$ cat config.mk
export PLATFORM = sky130hd
export DESIGN_NAME = lane_steer
export DESIGN_NICKNAME = d
export VERILOG_FILES = /design/src/rtl/lane_steer.sv
export SDC_FILE = /design/constraint.sdc
export NUM_CORES = 1
export LEC_CHECK = 0
export CORE_ASPECT_RATIO = 1.1
export CORE_MARGIN = 4
export CORE_UTILIZATION = 43
export DETAILED_ROUTE_END_ITERATION = 6
export PLACE_DENSITY_LB_ADDON = 0.05
export SKIP_LAST_GASP = 1
export SLEW_MARGIN = 10
export SYNTH_ARGS = -nofsm -noshare
export SYNTH_HDL_FRONTEND = slang
export SYNTH_SLANG_ARGS = --single-unit
$ cat constraint.sdc
create_clock -name clk -period 2.4 [get_ports clk]
set_clock_uncertainty 0.2 [all_clocks]
set_input_delay 0.48 -clock clk [delete_from_list [all_inputs] [get_ports clk]]
set_output_delay 0.48 -clock clk [all_outputs]
set_load 0.005 [all_outputs]
$ cat src/rtl/lane_steer.sv
module lane_steer #(
  parameter int BW = 8
) (
  input  logic            clk,
  input  logic            rst_n,
  input  logic            mode_wr,
  input  logic            mode_wide,
  input  logic [1:0]      phase,
  input  logic            tx_valid,
  input  logic [2*BW-1:0] tx_word,
  output logic            lo_oe,
  output logic [BW-1:0]   lo_data,
  output logic            lo_par,
  output logic            hi_oe,
  output logic [BW-1:0]   hi_data,
  output logic            hi_par,
  input  logic            rx_valid,
  input  logic            rx_odd_end,
  input  logic [BW-1:0]   rx_lo,
  input  logic            rx_lo_par,
  input  logic [BW-1:0]   rx_hi,
  input  logic            rx_hi_par,
  output logic            rd_valid,
  output logic            rd_wide,
  output logic [2*BW-1:0] rd_word,
  output logic            wide_mode,
  output logic            residue_full,
  output logic [BW-1:0]   residue_byte,
  input  logic            residue_rd,
  input  logic            perr_clr,
  output logic            perr
);
  localparam logic [1:0] PH_DATA = 2'b00;

  logic wide_dp, odd_store, keep_word, mode_clr, lo_bad, hi_bad;

  assign wide_dp   = wide_mode && (phase == PH_DATA);
  assign odd_store = rx_valid && wide_dp && rx_odd_end;
  assign keep_word = rx_valid && !odd_store;
  assign mode_clr  = mode_wr && !mode_wide;
  assign lo_bad    = rx_valid && (rx_lo_par != ~^rx_lo);
  assign hi_bad    = rx_valid && wide_dp && !rx_odd_end && (rx_hi_par != ~^rx_hi);

  always_ff @(posedge clk or negedge rst_n) begin
    if (!rst_n) begin
      lo_oe   <= 1'b0;
      lo_data <= '1;
      lo_par  <= 1'b1;
      hi_oe   <= 1'b0;
      hi_data <= '1;
      hi_par  <= 1'b1;
    end else begin
      lo_oe   <= tx_valid;
      lo_data <= tx_valid ? tx_word[BW-1:0] : '1;
      lo_par  <= tx_valid ? ~^tx_word[BW-1:0] : 1'b1;
      hi_oe   <= tx_valid && wide_dp;
      hi_data <= (tx_valid && wide_dp) ? tx_word[2*BW-1:BW] : '1;
      hi_par  <= (tx_valid && wide_dp) ? ~^tx_word[2*BW-1:BW] : 1'b1;
    end
  end

  always_ff @(posedge clk or negedge rst_n) begin
    if (!rst_n) begin
      rd_valid <= 1'b0;
      rd_wide  <= 1'b0;
      rd_word  <= '0;
    end else begin
      rd_valid <= keep_word;
      rd_wide  <= keep_word && wide_dp;
      if (!keep_word)   rd_word <= '0;
      else if (wide_dp) rd_word <= {rx_hi, rx_lo};
      else              rd_word <= {{BW{1'b0}}, rx_lo};
    end
  end

  always_ff @(posedge clk or negedge rst_n) begin
    if (!rst_n) begin
      wide_mode    <= 1'b0;
      residue_full <= 1'b0;
      residue_byte <= '0;
      perr         <= 1'b0;
    end else begin
      if (mode_wr) wide_mode <= mode_wide;
      if (odd_store) residue_byte <= rx_lo;
      if (mode_clr)        residue_full <= 1'b0;
      else if (odd_store)  residue_full <= 1'b1;
      else if (residue_rd) residue_full <= 1'b0;
      if (lo_bad || hi_bad) perr <= 1'b1;
      else if (perr_clr)    perr <= 1'b0;
    end
  end
endmodule

**Word-level counts from Yosys, hierarchy flattened**

Index checks and enable logic that the tools add are counted.

- Register bits: 49
- Bits of input ports: 45
- Output and inout port bits: 49
- Word-level logic and storage cells: 47

- Equality and inequality tests: 2
- Muxes and demuxes: 11
- Reductions and logical operators: 21

Operator list:

| cell | number |
|---|---|
| $mux W16 | 2 |
| $reduce_xnor A8 Y1 | 4 |
| $mux W8 | 2 |
| $logic_and A1 B1 Y1 | 10 |
| $mux W1 | 7 |
| $logic_not A1 Y1 | 3 |
| $reduce_bool A3 Y1 | 1 |
| $logic_not A2 Y1 | 1 |
| $ne A1 B1 Y1 | 2 |
| $reduce_bool A2 Y1 | 1 |
| $logic_or A1 B1 Y1 | 1 |

**Logic depth before layout (Yosys ltp)**

Gate-level depths: netlist of run 1.

- Word-level depth: 7
- Gate-level depth with buffers: 4
- Gate-level depth less buffers: 4

**Worst setup path before layout of run 1**

OpenSTA, ideal clock, no wires.

- Path kind: input to register
- Start point: input rx_hi[2]
- End point: register perr
- Arrival time: 1481 ps
- Data required time: 2074 ps
- Setup slack: 593 ps
- Stages on the path: 4
- Path through: xor2_1 -> xnor3_2 -> xnor2_1 -> a221o_1

- Longest elaborated chain between the ends: 5

RTL lines:

| element | line | RTL |
|---|---|---|
| from (decl) | 21 | `input logic [BW-1:0] rx_hi,` |
| $reduce_xnor A8 Y1 * | 42 | `assign hi_bad = rx_valid && wide_dp && !rx_odd_end && (rx_hi_par != ~^rx_hi);` |
| $ne A1 B1 Y1 * | 42 |  |
| $logic_and A1 B1 Y1 * | 42 |  |
| $logic_or A1 B1 Y1 * | 88 | `if (lo_bad \|\| hi_bad) perr <= 1'b1;` |
| $mux W1 or $reduce_bool A2 Y1 (tied branches) | n/a |  |
| to (signal assigned) | 81 | `perr <= 1'b0;` |
| to (signal assigned) | 88 |  |
| to (signal assigned) | 89 | `else if (perr_clr) perr <= 1'b0;` |
| to (decl) | 31 | `output logic perr` |

Every way passes the cells marked *; elsewhere a longest branch is shown, timed or not.
A chain may end at the register's enable or synchronous reset.

**Worst setup path in the final report of run 1**

Same ends and word-level chain as after synthesis.

==> results of run 1 <==
==> metrics by stage <==
stage | hold slack [ns] | total power [mW]
2_1_floorplan | -0.0156 | 1.12
3_3_place_gp | 0.266 | 1.38
3_5_place_dp | 0.283 | 1.39
4_1_cts | 0.323 | 1.86
5_1_grt | 0.339 | 1.94
6_report | 0.319 | 1.83
==> how the worst min path moves through the flow <==
| stage | start | slack [ns] | cells past startpoint | to |
|---|---|---|---|---|
| detailed placement | rst_n | 0.28 | 1 | rd_word[8]$_DFF_PN0_ |
| global route | residue_byte[2]$_DFFE_PN0P_ | 0.34 | 1 | residue_byte[2]$_DFFE_PN0P_ |
| CTS | residue_byte[3]$_DFFE_PN0P_ | 0.32 | 1 | residue_byte[3]$_DFFE_PN0P_ |
| finish | residue_byte[2]$_DFFE_PN0P_ | 0.32 | 1 | residue_byte[2]$_DFFE_PN0P_ |
| global placement | rst_n | 0.27 | 1 | rd_word[8]$_DFF_PN0_ |
| floorplan | rst_n | -0.02 | 0 | hi_oe$_DFF_PN0_ |
==> layout by cell type (no fill, tap or decap) <==
cell type | Yosys | layout
sky130_fd_sc_hd__xnor2_1 | 19 | 19
sky130_fd_sc_hd__xnor3_2 | 1 | 1
sky130_fd_sc_hd__clkbuf_1 | 3 | 2
sky130_fd_sc_hd__buf_12 | 0 | 1
sky130_fd_sc_hd__nor2_1 | 2 | 2
sky130_fd_sc_hd__clkbuf_8 | 0 | 5
sky130_fd_sc_hd__mux2_2 | 9 | 9
sky130_fd_sc_hd__nand2b_1 | 17 | 17
sky130_fd_sc_hd__clkinv_2 | 0 | 1
sky130_fd_sc_hd__xnor2_4 | 1 | 1
sky130_fd_sc_hd__buf_2 | 0 | 1
sky130_fd_sc_hd__buf_4 | 0 | 4
sky130_fd_sc_hd__a221o_1 | 1 | 1
sky130_fd_sc_hd__dfstp_2 | 18 | 18
sky130_fd_sc_hd__nand4_2 | 1 | 1
sky130_fd_sc_hd__clkdlybuf4s50_1 | 0 | 92
sky130_fd_sc_hd__nand3_1 | 1 | 1
sky130_fd_sc_hd__dfrtp_1 | 31 | 31
sky130_fd_sc_hd__nand2_1 | 2 | 2
sky130_fd_sc_hd__dlygate4sd3_1 | 0 | 1
sky130_fd_sc_hd__and2_1 | 8 | 8
sky130_fd_sc_hd__a21oi_1 | 1 | 1
sky130_fd_sc_hd__and2_2 | 1 | 1
sky130_fd_sc_hd__and3_1 | 9 | 9
sky130_fd_sc_hd__xnor3_1 | 1 | 1
sky130_fd_sc_hd__xor2_1 | 6 | 6
sky130_fd_sc_hd__nor2b_1 | 2 | 2
==> power by group <==
part	leakage, nW	switching (mW)	total, mW	internal [mW]
Combinational	0.666	0.138	0.435	0.297
Sequential	0.591	0.0311	0.936	0.905
Clock	0.0422	0.257	0.462	0.205
==> cells by family (layout without fill, tap and decap cells) <==
logic type,after synthesis,count (layout)
DFF,49,49
and+or+nand+nor,43,43
xor gates and xnor gates,28,28
muxes,9,9
buffers and inverters,3,107
AOI/OAI and AO/OA,2,2
==> flip-flops by register name (all words and copies together), names as in the netlist, 8 cells and up <==
name,flops
residue_byte,8
rd_word,16
hi_data,8
lo_data,8
==> area by class of cell <==
type	instances	area, µm²	share of cell area [%]
sequential	49	1250	40.8
timing repair buffer	99	986	32.2
multi-input combinational	82	674	22.1
clock buffer	7	76.3	2.50
tap	54	67.6	2.21
clock inverter	1	5.00	0.164
==> what timing repair did <==
item / in CTS / in global routing
buffers inserted: 0 / 0
hold buffers: 1 / 0
hold endpoints to repair: 8 / 0
==> metal layers <==
metal  track usage (%)  wire [µm]  vias up
li1                  -          -      633
met1              17.5       1560      620
met4              6.20         55        0
met5                 0          0        -
met3              7.30        437        4
met2              29.4       2300       57
==> metrics.txt, run 1 <==
# TYPE chip_impl_metric gauge
chip_impl_metric{name="final.min_clock_period",unit="ns"} 2.04
chip_impl_metric{name="initialDrtViolationCount",unit=""} 64
chip_impl_metric{name="synth_area_per_cell",unit="µm²"} 14.4
chip_impl_metric{name="floorplan.core_area",unit="µm²"} 4320
chip_impl_metric{name="share_of_synthesized_cell_area_in_and_or_nand_and_nor_gates",unit="%"} 13.7
chip_impl_metric{name="report.final.hold_viol_count",unit=""} 0
chip_impl_metric{name="num-nets-final",unit=""} 282
chip_impl_metric{name="drc",unit=""} 0
chip_impl_metric{name="cts_num_sinks",unit=""} 49
chip_impl_metric{name="routed_vias",unit=""} 1314
chip_impl_metric{name="reg2reg_setup_slack",unit="ns"} 1.00
chip_impl_metric{name="area_delta_synth_final",unit="%"} 58.1
chip_impl_metric{name="post_synth_inst_count",unit=""} 134
chip_impl_metric{name="total_of_flip_flops_plus_latches_after_synthesis",unit=""} 49
chip_impl_metric{name="synth-edff-count",unit=""} 0
chip_impl_metric{name="fraction_of_synthesized_cell_area_in_xor_and_xnor_cells",unit="%"} 15.1
chip_impl_metric{name="critPathMaxFanout",unit=""} 2
chip_impl_metric{name="path_buf_inv",unit=""} 1
chip_impl_metric{name="timing_worst_slew_pin_value",unit="ns"} 0.508
chip_impl_metric{name="first_pass_iters",unit=""} 4
chip_impl_metric{name="filler_cell_count",unit=""} 316
chip_impl_metric{name="placed_cell_area",unit="µm²"} 2970
chip_impl_metric{name="die_w",unit="µm"} 72.0
chip_impl_metric{name="fp.dieArea",unit="µm²"} 5640
chip_impl_info{name="timing.critical_path.to",value="perr$_DFFE_PN0P_"} 1
chip_impl_metric{name="synth.area.mux_share",unit="%"} 5.24
chip_impl_metric{name="cts_buffers",unit=""} 5
chip_impl_metric{name="synth_sequential_area_ratio",unit="%"} 64.6
chip_impl_info{name="crit-reg2reg-capture",value="residue_byte[4]$_DFFE_PN0P_"} 1
chip_impl_metric{name="drt-wirelength-per-cell",unit="µm"} 14.9
chip_impl_metric{name="fmax",unit="GHz"} 0.489
chip_impl_metric{name="gr-total-overflow",unit=""} 0
chip_impl_metric{name="layout-drive-gt1-share",unit="%"} 18.1
chip_impl_metric{name="layout.cells.non_filler",unit=""} 292
chip_impl_metric{name="wirelength",unit="mm"} 4.36
chip_impl_metric{name="synth_warnings",unit=""} 0
chip_impl_metric{name="diodes",unit=""} 0
chip_impl_info{name="timing.critical_path.cells",value="clkdlybuf4s50_1 -> xor2_1 -> xnor3_2 -> xnor2_1 -> a221o_1"} 1
chip_impl_metric{name="setup-violations-final",unit=""} 0
chip_impl_metric{name="place.detailed.hpwl",unit="mm"} 3.42
chip_impl_metric{name="max-slew-margin-rel",unit="%"} 66.1
chip_impl_info{name="rsz0062_at_grt",value="no"} 1
chip_impl_info{name="yosys.cell_count.top_type",value="sky130_fd_sc_hd__dfrtp_1"} 1
chip_impl_metric{name="clk_transition_reported_paths",unit="ns"} 0.09
chip_impl_metric{name="routabilityCongestion",unit=""} 0.726
chip_impl_metric{name="cts_max_path_buffers",unit=""} 2
chip_impl_info{name="ys.flop_type",value="sky130_fd_sc_hd__dfrtp_1"} 1
chip_impl_metric{name="worstRegToRegCells",unit=""} 3
chip_impl_metric{name="worst_path_largest_cell_delay",unit="ns"} 0.49
chip_impl_info{name="post-synth-top-area-cell",value="sky130_fd_sc_hd__dfrtp_1"} 1
chip_impl_info{name="cts_tree",value="yes"} 1
chip_impl_metric{name="grt_antenna_before_repair",unit=""} 0
chip_impl_metric{name="required",unit="ns"} 2.39
chip_impl_metric{name="grt_start_max_net_pins",unit=""} 29
chip_impl_metric{name="antenna_violating_nets_post_route",unit=""} 0
chip_impl_info{name="synth_top_cells_by_area",value="sky130_fd_sc_hd__dfrtp_1 40%, sky130_fd_sc_hd__dfstp_2 24%, sky130_fd_sc_hd__xnor2_1 8.6%, sky130_fd_sc_hd__nand2b_1 5.5%, sky130_fd_sc_hd__mux2_2 5.2%"} 1
chip_impl_metric{name="post-route-period-util",unit="%"} 85.2
chip_impl_metric{name="synth_nets",unit=""} 179
chip_impl_info{name="worst_setup_path_startpoint",value="rx_hi[2]"} 1
chip_impl_metric{name="boundaryPins",unit=""} 94
chip_impl_metric{name="finalCoreUtilization",unit="%"} 70.8
chip_impl_metric{name="power_density",unit="nW/µm²"} 600
chip_impl_metric{name="timing.max_cap.violations",unit=""} 0
chip_impl_metric{name="yosysTopAreaCellShare",unit="%"} 40.1
chip_impl_info{name="crit-reg2reg-launch",value="wide_mode$_DFFE_PN0P_"} 1
chip_impl_info{name="synth_commonest_cells",value="31 x sky130_fd_sc_hd__dfrtp_1, 19 x sky130_fd_sc_hd__xnor2_1, 18 x sky130_fd_sc_hd__dfstp_2"} 1
chip_impl_info{name="run_status",value="finished clean"} 1
chip_impl_metric{name="proportion_of_synthesized_flip_flops_having_asynchronous_set_or_reset",unit="%"} 100
chip_impl_info{name="startpoint_type",value="input pin"} 1
chip_impl_metric{name="setup_tns",unit="ns"} 0
chip_impl_metric{name="synth.distinct_cells",unit=""} 20
chip_impl_metric{name="grt_pass1_vias",unit=""} 1420
chip_impl_info{name="cp_slowest_cell",value="sky130_fd_sc_hd__clkdlybuf4s50_1"} 1
chip_impl_info{name="top_cell_family_by_delay_on_the_critical_path",value="XOR/XNOR gates"} 1
chip_impl_metric{name="worstSkewPairLatency",unit="ns"} 0.29
chip_impl_metric{name="synth_compound_gate_area_share",unit="%"} 0.776
chip_impl_metric{name="cp.depth",unit=""} 5
chip_impl_metric{name="post-place-cells",unit=""} 283
chip_impl_metric{name="leakage",unit="nW"} 1.30
chip_impl_metric{name="worst_ir_drop_vdd",unit="mV"} 0.439
chip_impl_metric{name="detailedPlace.worstSlack",unit="ns"} 0.0219
chip_impl_metric{name="std_cell_rows",unit=""} 25
chip_impl_metric{name="grt_pass1_wl",unit="mm"} 7.02
chip_impl_metric{name="final_max_slew_viol_count",unit=""} 0
chip_impl_metric{name="final_critical_path_setup_slack",unit="ns"} 0.356
chip_impl_metric{name="start_util",unit="%"} 44.8
chip_impl_info{name="cts_root_buffer",value="sky130_fd_sc_hd__clkbuf_8"} 1
chip_impl_info{name="main_combinational_cell_family_by_area_after_synthesis",value="XOR/XNOR gates"} 1
chip_impl_info{name="end_kind",value="flip-flop"} 1
chip_impl_info{name="hold_crit_class",value="reg -> reg"} 1
chip_impl_metric{name="arrival",unit="ns"} 2.03
chip_impl_metric{name="groute.usage.overall",unit="%"} 16.8
chip_impl_metric{name="place.port_buffers",unit=""} 93
chip_impl_metric{name="post_synth_fa_ha_maj_area_fraction",unit="%"} 0
chip_impl_metric{name="cts_repair_resize_count",unit=""} 0
chip_impl_metric{name="htree_levels",unit=""} 2
chip_impl_metric{name="detail_route.vias_per_cell",unit=""} 4.50
chip_impl_info{name="timing_worst_setup_path_type",value="in -> reg"} 1
chip_impl_metric{name="die_h",unit="µm"} 78.3
chip_impl_metric{name="post_route_design_area",unit="µm²"} 3060
chip_impl_metric{name="post_synthesis_instance_area",unit="µm²"} 1930
(Power assumes the default switching activity.)
==> run 2, diff against run 1 <==
--- a/config.mk
+++ b/config.mk
@@ -9,7 +9,8 @@
 export CORE_MARGIN = 4
 export CORE_UTILIZATION = 43
 export DETAILED_ROUTE_END_ITERATION = 6
-export PLACE_DENSITY_LB_ADDON = 0.05
+export MAX_ROUTING_LAYER = met4
+export PLACE_DENSITY = 0.84
 export SKIP_LAST_GASP = 1
 export SLEW_MARGIN = 10
 export SYNTH_ARGS = -nofsm -noshare
==> run 2 against run 1 <==
Net effect:
- combinational power about the same
- non-clock buffer count up 1
- first-iteration DRC count down 9.4%
- cell area up 0.33%
- global-route usage down 0.24 points
- die area unchanged
- via count up 1.8%
==> metrics.txt, run 2 (synthesized netlist as in run 1, its figures left out) <==
# TYPE chip_impl_metric gauge
chip_impl_metric{name="required",unit="ns"} 2.38
chip_impl_metric{name="place.detailed.hpwl",unit="mm"} 3.34
chip_impl_metric{name="cts_max_path_buffers",unit=""} 2
chip_impl_metric{name="arrival",unit="ns"} 2.06
chip_impl_metric{name="routabilityCongestion",unit=""} 0.719
chip_impl_metric{name="critPathMaxFanout",unit=""} 2
chip_impl_metric{name="place.port_buffers",unit=""} 93
chip_impl_metric{name="power_switching",unit="mW"} 0.429
chip_impl_metric{name="filler_cell_count",unit=""} 316
chip_impl_metric{name="floorplan.core_area",unit="µm²"} 4320
chip_impl_metric{name="timing_worst_slew_pin_value",unit="ns"} 0.454
chip_impl_metric{name="start_util",unit="%"} 44.8
chip_impl_metric{name="setup-violations-final",unit=""} 0
chip_impl_metric{name="num-nets-final",unit=""} 283
chip_impl_metric{name="max-slew-margin-rel",unit="%"} 69.7
chip_impl_metric{name="design_power_total",unit="mW"} 1.86
chip_impl_metric{name="die_w",unit="µm"} 72.0
chip_impl_metric{name="worstSkewPairLatency",unit="ns"} 0.29
chip_impl_metric{name="area_delta_synth_final",unit="%"} 58.6
chip_impl_metric{name="p_sw_share",unit="%"} 23.0
chip_impl_metric{name="first_pass_iters",unit=""} 4
chip_impl_metric{name="clk_transition_reported_paths",unit="ns"} 0.09
chip_impl_metric{name="grt_antenna_before_repair",unit=""} 0
chip_impl_info{name="crit-reg2reg-launch",value="wide_mode$_DFFE_PN0P_"} 1
chip_impl_metric{name="power_density",unit="nW/µm²"} 608
chip_impl_metric{name="htree_levels",unit=""} 2
chip_impl_info{name="rsz0062_at_grt",value="no"} 1
chip_impl_metric{name="fp.dieArea",unit="µm²"} 5640
chip_impl_metric{name="final.min_clock_period",unit="ns"} 2.08
chip_impl_info{name="cts_tree",value="yes"} 1
chip_impl_metric{name="detail_route.vias_per_cell",unit=""} 4.56
chip_impl_info{name="end_kind",value="flip-flop"} 1
chip_impl_info{name="hold_path.startpoint",value="residue_byte[6]$_DFFE_PN0P_"} 1
chip_impl_metric{name="fmax",unit="GHz"} 0.482
chip_impl_metric{name="antenna_violating_nets_post_route",unit=""} 0
chip_impl_info{name="registers.top_by_ff_count",value="rd_word"} 1
chip_impl_info{name="worst_setup_path_startpoint",value="rx_hi[2]"} 1
chip_impl_info{name="mostFrequentLayoutCells",value="92 x sky130_fd_sc_hd__clkdlybuf4s50_1, 31 x sky130_fd_sc_hd__dfrtp_1, 19 x sky130_fd_sc_hd__xnor2_1"} 1
chip_impl_metric{name="die_h",unit="µm"} 78.3
chip_impl_metric{name="routed_vias",unit=""} 1337
chip_impl_metric{name="timing.max_cap.violations",unit=""} 0
chip_impl_info{name="cts_root_buffer",value="sky130_fd_sc_hd__clkbuf_8"} 1
chip_impl_info{name="startpoint_type",value="input pin"} 1
chip_impl_info{name="hold_crit_class",value="reg -> reg"} 1
chip_impl_metric{name="grt_start_max_net_pins",unit=""} 22
chip_impl_metric{name="sequentialPowerShare",unit="%"} 50.1
chip_impl_metric{name="report.final.hold_viol_count",unit=""} 0
chip_impl_metric{name="grt_pass1_vias",unit=""} 1384
chip_impl_metric{name="initialDrtViolationCount",unit=""} 58
chip_impl_metric{name="leakage",unit="nW"} 1.31
chip_impl_info{name="timing_worst_setup_path_type",value="in -> reg"} 1
chip_impl_metric{name="cell_internal_pwr",unit="mW"} 1.43
chip_impl_metric{name="clockPowerShare",unit="%"} 26.5
chip_impl_metric{name="post-route-period-util",unit="%"} 86.5
chip_impl_metric{name="groute.usage.overall",unit="%"} 16.5
chip_impl_metric{name="boundaryPins",unit=""} 94
chip_impl_metric{name="std_cell_rows",unit=""} 25
chip_impl_metric{name="gr-total-overflow",unit=""} 0
chip_impl_metric{name="cts_buffers",unit=""} 5
chip_impl_metric{name="cts_num_sinks",unit=""} 49
chip_impl_metric{name="layout-drive-gt1-share",unit="%"} 19.2
chip_impl_info{name="run_status",value="finished clean"} 1
chip_impl_metric{name="largest_reg_flops",unit=""} 16
chip_impl_metric{name="drt-wirelength-per-cell",unit="µm"} 14.3
chip_impl_metric{name="wirelength",unit="mm"} 4.20
chip_impl_info{name="layout_commonest_cell",value="sky130_fd_sc_hd__clkdlybuf4s50_1"} 1
chip_impl_metric{name="final_max_slew_viol_count",unit=""} 0
chip_impl_metric{name="setup_tns",unit="ns"} 0
chip_impl_metric{name="worst_ir_drop_vdd",unit="mV"} 0.413
chip_impl_metric{name="diodes",unit=""} 0
chip_impl_metric{name="grt_pass1_wl",unit="mm"} 6.82
chip_impl_metric{name="drc",unit=""} 0
chip_impl_metric{name="power.share.combinational",unit="%"} 23.4
## run 2: worst max-delay path, cell delays in order
cell and delay [ns]:
sky130_fd_sc_hd__clkdlybuf4s50_1 0.50, sky130_fd_sc_hd__xor2_1 0.16, sky130_fd_sc_hd__xnor3_2 0.43, sky130_fd_sc_hd__xnor2_1 0.14, sky130_fd_sc_hd__a221o_1 0.34
## run 2: path summary, 6_finish.rpt
| check | to | slack (ns) | cells after the start |
|---|---|---|---|
| max in group asynchronous | lo_data[2]$_DFF_PN1_ | 0.96 | 3 |
| min in group asynchronous | rd_word[13]$_DFF_PN0_ | 0.42 | 2 |
| worst max register to register | residue_byte[3]$_DFFE_PN0P_ | 0.83 | 2 |
| worst min-delay path | residue_byte[6]$_DFFE_PN0P_ | 0.31 | 1 |
| worst min register to register | residue_byte[6]$_DFFE_PN0P_ | 0.31 | 1 |
| worst max-delay path | perr$_DFFE_PN0P_ | 0.32 | 5 |
## run 2: final cells by class
| type | count | area [µm²] | area share (%) |
|---|---|---|---|
| clock inverter | 2 | 13.8 | 0.449 |
| timing repair buffer | 100 | 981 | 32.0 |
| clock buffer | 6 | 82.6 | 2.69 |
| sequential | 49 | 1250 | 40.7 |
| tap | 54 | 67.6 | 2.20 |
| multi-input combinational | 82 | 674 | 22.0 |
## run 2: timing repair
action,in CTS,in global routing
resized for setup,0,0
hold buffers,1,0
buffers inserted,0,0
endpoints found under the hold margin,3,0
## run 2: metrics by stage
stage                     worst slack [ns]  hold slack, ns  cell area, µm²  util [%]  instances
after floorplan                      0.593         -0.0156            1930         -        134
after global placement              0.0550           0.170            2960      68.6        284
after detailed placement            0.0203           0.183            2960      68.6        284
after CTS                            0.321           0.319            3070      71.1        293
after global routing                 0.288           0.335            3070      71.1        293
final                                0.325           0.313            3070      71.1        293
## run 2: per-layer routing
layer | up-vias | global-route usage, % | wire length, µm
met1 | 631 | 21.3 | 1770
met5 | - | - | 0
li1 | 637 | - | -
met2 | 62 | 25.4 | 2010
met3 | 7 | 4.23 | 351
met4 | 0 | 5.83 | 79
## run 2: power by group through the flow
stage          registers, mW  clock network (mW)  logic (mW)
4_1_cts                0.934               0.514       0.446
2_1_floorplan          0.957                   0       0.158
3_5_place_dp           0.950                   0       0.443
6_report               0.934               0.494       0.436
3_3_place_gp           0.947                   0       0.435
5_1_grt                0.943               0.545       0.474
